$ cat config.mk
export PLATFORM = sky130hd
export DESIGN_NAME = line_burst_master
export DESIGN_NICKNAME = d
export VERILOG_FILES = /design/src/rtl/lbm_pkg.sv /design/src/rtl/lbm_seq.sv /design/src/rtl/lbm_addr_gen.sv /design/src/rtl/lbm_data_path.sv /design/src/rtl/line_burst_master.sv
export SDC_FILE = /design/constraint.sdc
export NUM_CORES = 1
export LEC_CHECK = 0
export ABC_CLOCK_PERIOD_IN_PS = 3000
export BUFFER_PORTS_ARGS = -buffer_cell sky130_fd_sc_hd__buf_2
export CAP_MARGIN = 10
export CORE_ASPECT_RATIO = 1.5
export CORE_UTILIZATION = 40
export CTS_BUF_LIST = sky130_fd_sc_hd__clkbuf_8
export DETAILED_ROUTE_END_ITERATION = 16
export GPL_TIMING_DRIVEN = 0
export PLACE_DENSITY = 0.7
export SLEW_MARGIN = 0
export SYNTH_ARGS = -nofsm -noshare
export SYNTH_HDL_FRONTEND = slang
export SYNTH_HIERARCHICAL = 1
export SYNTH_SLANG_ARGS = --single-unit
export TNS_END_PERCENT = 1
$ cat constraint.sdc
create_clock -name clk_i -period 3 [get_ports clk_i]
set_input_delay 0.6 -clock clk_i [delete_from_list [all_inputs] [get_ports clk_i]]
set_output_delay 0.6 -clock clk_i [all_outputs]
set_load 0.01 [all_outputs]
$ cat src/rtl/lbm_pkg.sv
package lbm_pkg;
  typedef enum logic [1:0] {
    ST_IDLE = 2'b00,
    ST_ADDR = 2'b01,
    ST_DATA = 2'b10
  } lbm_state_e;

  localparam logic [1:0] SIZ_LONG = 2'b00;
  localparam logic [1:0] SIZ_LINE = 2'b11;
endpackage

$ cat src/rtl/lbm_seq.sv
module lbm_seq
  import lbm_pkg::*;
#(
  parameter int BEATS  = 4,
  localparam int BEAT_W = $clog2(BEATS)
) (
  input  logic              clk_i,
  input  logic              rst_ni,
  input  logic              req_i,
  input  logic              ta_i,
  input  logic              inh_i,
  output lbm_state_e        state_o,
  output logic [BEAT_W-1:0] beat_o,
  output logic              accept_o,
  output logic              ack_o,
  output logic              done_o
);
  lbm_state_e        state_q, state_d;
  logic [BEAT_W-1:0] beat_q;
  logic              last_ack;

  assign accept_o = (state_q == ST_IDLE) && req_i;
  assign ack_o    = (state_q == ST_DATA) && ta_i;
  assign last_ack = ack_o && (beat_q == BEAT_W'(BEATS - 1));

  always_comb begin
    state_d = state_q;
    unique case (state_q)
      ST_IDLE: if (accept_o) state_d = ST_ADDR;
      ST_ADDR: state_d = ST_DATA;
      ST_DATA: begin
        if (last_ack)   state_d = ST_IDLE;
        else if (ack_o) state_d = inh_i ? ST_ADDR : ST_DATA;
      end
      default: state_d = ST_IDLE;
    endcase
  end

  always_ff @(posedge clk_i or negedge rst_ni) begin
    if (!rst_ni) begin
      state_q <= ST_IDLE;
      beat_q  <= '0;
      done_o  <= 1'b0;
    end else begin
      state_q <= state_d;
      done_o  <= last_ack;
      if (accept_o)                beat_q <= '0;
      else if (ack_o && !last_ack) beat_q <= beat_q + BEAT_W'(1);
    end
  end

  assign state_o = state_q;
  assign beat_o  = beat_q;
endmodule

$ cat src/rtl/lbm_addr_gen.sv
module lbm_addr_gen
  import lbm_pkg::*;
#(
  parameter int AW     = 32,
  parameter int DW     = 32,
  parameter int BEATS  = 4,
  localparam int BEAT_W = $clog2(BEATS),
  localparam int BYTE_W = $clog2(DW / 8),
  localparam int OFS_W  = BEAT_W + BYTE_W
) (
  input  logic              clk_i,
  input  logic              rst_ni,
  input  logic              accept_i,
  input  logic              active_i,
  input  logic [AW-1:0]     req_addr_i,
  input  logic              req_inhibit_i,
  input  logic              req_ext_term_i,
  input  logic [BEAT_W-1:0] beat_i,
  output logic              inh_o,
  output logic              ext_o,
  output logic [AW-1:0]     addr_o,
  output logic [1:0]        siz_o
);
  localparam logic [AW-1:0] OFS_MASK = (AW'(1) << OFS_W) - AW'(1);

  logic [AW-1:0]     base_q;
  logic              inh_q, ext_q;
  logic [BEAT_W-1:0] step;

  always_ff @(posedge clk_i or negedge rst_ni) begin
    if (!rst_ni) begin
      base_q <= '0;
      inh_q  <= 1'b0;
      ext_q  <= 1'b0;
    end else if (accept_i) begin
      base_q <= req_addr_i;
      inh_q  <= req_inhibit_i;
      ext_q  <= req_ext_term_i;
    end
  end

  // external termination holds the line base only while bursting
  assign step   = (ext_q && !inh_q) ? '0 : beat_i;
  assign addr_o = (base_q & ~OFS_MASK) |
                  {{(AW - OFS_W){1'b0}}, step, {BYTE_W{1'b0}}};
  assign siz_o  = (active_i && !inh_q) ? SIZ_LINE : SIZ_LONG;
  assign inh_o  = inh_q;
  assign ext_o  = ext_q;
endmodule

$ cat src/rtl/lbm_data_path.sv
module lbm_data_path #(
  parameter int DW     = 32,
  parameter int BEATS  = 4,
  localparam int BEAT_W = $clog2(BEATS)
) (
  input  logic                clk_i,
  input  logic                rst_ni,
  input  logic                accept_i,
  input  logic                ack_i,
  input  logic                drive_i,
  input  logic                req_write_i,
  input  logic [BEATS*DW-1:0] req_wdata_i,
  input  logic [BEAT_W-1:0]   beat_i,
  input  logic [DW-1:0]       data_i,
  output logic                write_o,
  output logic [DW-1:0]       data_o,
  output logic                data_oe_o,
  output logic [BEATS*DW-1:0] rdata_o
);
  logic [BEATS*DW-1:0] wdata_q;
  logic                write_q;

  always_ff @(posedge clk_i or negedge rst_ni) begin
    if (!rst_ni) begin
      wdata_q <= '0;
      write_q <= 1'b0;
    end else if (accept_i) begin
      wdata_q <= req_wdata_i;
      write_q <= req_write_i;
    end
  end

  assign data_oe_o = drive_i && write_q;
  assign data_o    = data_oe_o ? wdata_q[beat_i*DW +: DW] : '0;
  assign write_o   = write_q;

  for (genvar i = 0; i < BEATS; i++) begin : g_rword
    logic [DW-1:0] word_q;
    always_ff @(posedge clk_i or negedge rst_ni) begin
      if (!rst_ni)                                              word_q <= '0;
      else if (ack_i && !write_q && (beat_i == BEAT_W'(i)))     word_q <= data_i;
    end
    assign rdata_o[i*DW +: DW] = word_q;
  end
endmodule

$ cat src/rtl/line_burst_master.sv
module line_burst_master
  import lbm_pkg::*;
#(
  parameter int AW    = 32,
  parameter int DW    = 32,
  parameter int BEATS = 4,
  localparam int BEAT_W = $clog2(BEATS)
) (
  input  logic                clk_i,
  input  logic                rst_ni,
  input  logic                req_i,
  input  logic [AW-1:0]       req_addr_i,
  input  logic                req_write_i,
  input  logic                req_inhibit_i,
  input  logic                req_ext_term_i,
  input  logic [BEATS*DW-1:0] req_wdata_i,
  input  logic                ta_i,
  input  logic [DW-1:0]       data_i,
  output logic                ts_o,
  output logic                as_o,
  output logic                cs_o,
  output logic                rw_o,
  output logic                tip_o,
  output logic [1:0]          siz_o,
  output logic [AW-1:0]       addr_o,
  output logic [DW-1:0]       data_o,
  output logic                data_oe_o,
  output logic                done_o,
  output logic [BEATS*DW-1:0] rdata_o
);
  lbm_state_e        state;
  logic [BEAT_W-1:0] beat;
  logic              accept, ack, active;
  logic              inh_q, ext_q, write_q;

  lbm_seq #(.BEATS(BEATS)) u_seq (
    .clk_i    (clk_i),
    .rst_ni   (rst_ni),
    .req_i    (req_i),
    .ta_i     (ta_i),
    .inh_i    (inh_q),
    .state_o  (state),
    .beat_o   (beat),
    .accept_o (accept),
    .ack_o    (ack),
    .done_o   (done_o)
  );

  assign active = (state != ST_IDLE);

  lbm_addr_gen #(.AW(AW), .DW(DW), .BEATS(BEATS)) u_addr (
    .clk_i          (clk_i),
    .rst_ni         (rst_ni),
    .accept_i       (accept),
    .active_i       (active),
    .req_addr_i     (req_addr_i),
    .req_inhibit_i  (req_inhibit_i),
    .req_ext_term_i (req_ext_term_i),
    .beat_i         (beat),
    .inh_o          (inh_q),
    .ext_o          (ext_q),
    .addr_o         (addr_o),
    .siz_o          (siz_o)
  );

  lbm_data_path #(.DW(DW), .BEATS(BEATS)) u_data (
    .clk_i       (clk_i),
    .rst_ni      (rst_ni),
    .accept_i    (accept),
    .ack_i       (ack),
    .drive_i     (state == ST_DATA),
    .req_write_i (req_write_i),
    .req_wdata_i (req_wdata_i),
    .beat_i      (beat),
    .data_i      (data_i),
    .write_o     (write_q),
    .data_o      (data_o),
    .data_oe_o   (data_oe_o),
    .rdata_o     (rdata_o)
  );

  assign ts_o  = (state == ST_ADDR);
  assign as_o  = active;
  assign cs_o  = active;
  assign tip_o = active;
  assign rw_o  = active ? !write_q : 1'b1;
endmodule

==> impl_metrics.toml <==
[sta]
fmax_ghz = 0.355
report.final.slew_viol_count = 0
finalCriticalPeriod_ns = 2.81
worst_pin_slew_ns = 0.720
final_min_period_over_clock_period_pct = 93.8
slew-limit-headroom_pct = 52.0
clock-skew-final_ns = 0.0150
setup_total_negative_slack_ns = 0
rsz0062_at_grt = "no"
final_hold_violations = 0
setup-violations-final = 0

[global_routing]
grt_max_degree = 121
grt.overflow.total = 0
grt_pass1_wl_mm = 48.0
vias_in_the_first_global_route = 8851
antenna_found_initial = 13
track_usage_pct = 20.4

[drt]
route.antenna.remaining_nets = 0
route.detailed.wl_per_inst_microns = 19.1
num_vias = 8043
dr.first_iter.drc_count = 195
drt_pre_antenna_iters = 4
total_drc_errors_in_the_routed_layout = 0
vias_per_cell = 4.90
routed_wl_mm = 31.4

[critical_path]
rr_startpoint = "u_seq/state_o[1]"
timing.rr.end = "u_data/wdata_q[102]"
cp-startpoint = "u_seq/state_o[1]"
timing.critical_path.fanout_max = 10
worst-r2r-cell-count = 4
worst_path_class_setup = "flip-flop to output pin"
critical_path.cell_chain = "nor2b_2 > nand3b_1 > buf_4 > clkbuf_2 > o22ai_1 > buf_2"
cpPeakStageDelay_ns = 0.49
end_kind = "output pin"
critical_path_cell_count = 6
ff2ff_setup_slack_ns = 0.53
crit_family = "buffers and inverters"
critical_path.startpoint_type = "flip-flop"
worst_ep_required_time_ns = 2.40
critical_path.n_buffers_inverters = 3
critical-path-slowest-cell = "sky130_fd_sc_hd__dfrtp_1"
arrival_ns = 2.21
worstSetupEndpoint = "data_o[18]"

[clock_network]
clk_transition_reported_paths_ns = 0.06
cts_tree = "yes"
clkSinkCount = 292
cts.htree.levels = 2
tritoncts.num_buffers = 46
clock_latency_ns = 0.55
cts_buffer_depth = 3
cts.root.buffer_cell = "sky130_fd_sc_hd__clkbuf_8"

[yosys]
synth_top_cells_by_area = "sky130_fd_sc_hd__dfrtp_1 (60%), sky130_fd_sc_hd__mux2_2 (23%), sky130_fd_sc_hd__mux2i_1 (5.4%)"
synth.top_cells.by_count = "sky130_fd_sc_hd__dfrtp_1 (292), sky130_fd_sc_hd__mux2_2 (249), sky130_fd_sc_hd__mux2i_1 (65)"
postSynth.topFlopCell = "sky130_fd_sc_hd__dfrtp_1"
register_area_share_after_synthesis_pct = 60.4
synthArstFlopShare_pct = 100
synthDominantAreaCellType = "sky130_fd_sc_hd__dfrtp_1"
synth.cell_area_sq_um = 12100
number_of_enable_type_register_cells_in_the_synthesized_netlist = 0
synth_top_area_share_pct = 60.4
post_synth_inst_count = 758
synth.most_common_cell = "sky130_fd_sc_hd__dfrtp_1"
number_of_storage_elements_in_the_synthesis_netlist = 292
syn_area_per_cell_sq_um = 16.0
synth_cell_type_count = 33
ys.warnings.count = 6

[job]
max_cap_viol_count = 0

[min_path]
hold_start = "req_wdata_i[49]"
worst_hold_path_class = "input port to flip-flop"

[place]
port-buffer-count = 393
gp_routability_congestion = 0.792
dp_cells = 1549
dp.final_hpwl_mm = 23.5

[die]
die_x_microns = 144
placementRows = 77
floorplan.initialDensity_pct = 40.9
fp.dieH_microns = 215
floorplan.die_area_sq_um = 31000
num_io_pins = 400
core_area_sq_um = 29600

[layout]
final_layout_size_suffix_gt1_share_pct = 64.5
fin_nets = 1404
area_growth_syn_to_layout_pct = 29.3
fillers = 2582
layout.cells.non_filler = 1643

[outcome]
run_status = "finished, final reports clean"

[pwr]
leakage_uw = 0.00781
ir_worst_vdd_uv = 488
power_density_nw_per_um2 = 1030
finalPower_uw = 16100
[through the flow]
| step | util [%] | hold slack, ns | area, sq um | worst slack [ns] |
|---|---|---|---|---|
| global route | 52.9 | 0.235 | 15600 | 0.0321 |
| CTS | 52.7 | 0.214 | 15600 | -0.0345 |
| floorplan | - | 0.304 | 12100 | 0.718 |
| detailed placement | 49.5 | 0.473 | 14600 | -0.113 |
| finish | 52.9 | 0.272 | 15600 | 0.186 |
| global placement | 49.2 | 0.463 | 14600 | -4.14 |
[report_power, final]
part	internal, uW	switching [uW]
combinational	3250	2740
clock	1870	1510
sequential	5730	968
[routing by layer]
layer	up-vias	global-route usage [%]	share of wire, %
li1	3641	-	-
met1	4022	21.2	37
met2	312	37.2	53
met3	66	5.35	6.8
met4	2	9.50	3.3
met5	-	0	0.054
[cell usage in the layout (no fill, tap or decap), drive strengths merged]
cell,instances
buf,436
dfrtp,292
mux2,287
clkbuf,70
mux2i,65
o22ai,32
inv,15
diode,12
clkinv,4
and2,4
o21ai,3
and2b,2
nand2b,2
conb,2
nor4bb,2
nor2,2
nor2b,2
nand4b,2
or2,1
bufinv,1
clkinvlp,1
dlygate4sd3,1
nand3b,1
nand3,1
nor4b,1
and3,1
nor3b,1
and4bb,1
xnor2,1
a21oi,1
nand2,1
ha,1
[layout make-up]
class / instances / area (sq um) / area share [%]
Tap cell: 395 / 494 / 3.16
Buffer: 50 / 377 / 2.41
Clock buffer: 60 / 826 / 5.28
Sequential cell: 292 / 7310 / 46.7
Inverter: 1 / 3.75 / 0.0240
Timing Repair Buffer: 397 / 2050 / 13.1
Antenna cell: 12 / 30.0 / 0.192
Clock inverter: 20 / 110 / 0.704
Multi-Input combinational cell: 416 / 4450 / 28.4
[worst min-delay path by stage]
stage / endpoint / depth (start not counted) / slack (ns)
finish: u_data/wdata_q[49] / 2 / 0.27
global route: u_data/wdata_q[17] / 2 / 0.24
CTS: u_data/wdata_q[120] / 2 / 0.21
detailed placement: u_data/g_rword[1].word_q[8] / 1 / 0.47
global placement: u_data/g_rword[1].word_q[5] / 1 / 0.46
floorplan: u_addr/base_q[10] / 0 / 0.30
[worst reg2reg max path: stages, from the launching register on]
cell	delay [ns]
sky130_fd_sc_hd__dfrtp_1	0.47
sky130_fd_sc_hd__nor3b_2	0.59
sky130_fd_sc_hd__clkbuf_1	0.49
sky130_fd_sc_hd__buf_2	0.40
sky130_fd_sc_hd__mux2_2	0.38
[timing repair]
action,4_1_cts,5_1_grt
endpoints found under the hold margin,31,0
setup buffers,0,1
endpoints found under the setup margin,30,129
resized for setup,10,3
hold buffers,1,0
[sequential cells by signal (all words and copies together) (netlist names)]
signal / cells
u_addr/ext_o: 1
u_data/write_o: 1
u_addr/base_q: 28
u_addr/inh_o: 1
u_seq/done_o: 1
u_seq/beat_o: 2
u_data/g_rword.word_q: 128
u_seq/state_o: 2
u_data/wdata_q: 128
[logic make-up (layout without fill, tap and decap cells)]
kind of cell / Yosys count / in the layout / share of synthesized area (%)
and+or+nand+nor: 24 / 24 / 1.58
DFF: 292 / 292 / 60.4
other: 1 / 14 / 0.0310
xor gates and xnor gates: 1 / 1 / 0.0724
adders and majority gates: 1 / 1 / 0.103
buffers and inverters: 51 / 528 / 3.00
muxes: 352 / 352 / 33.0
AOI/OAI and AO/OA: 36 / 36 / 1.82
Note: power is estimated with default switching activity, not from simulation.
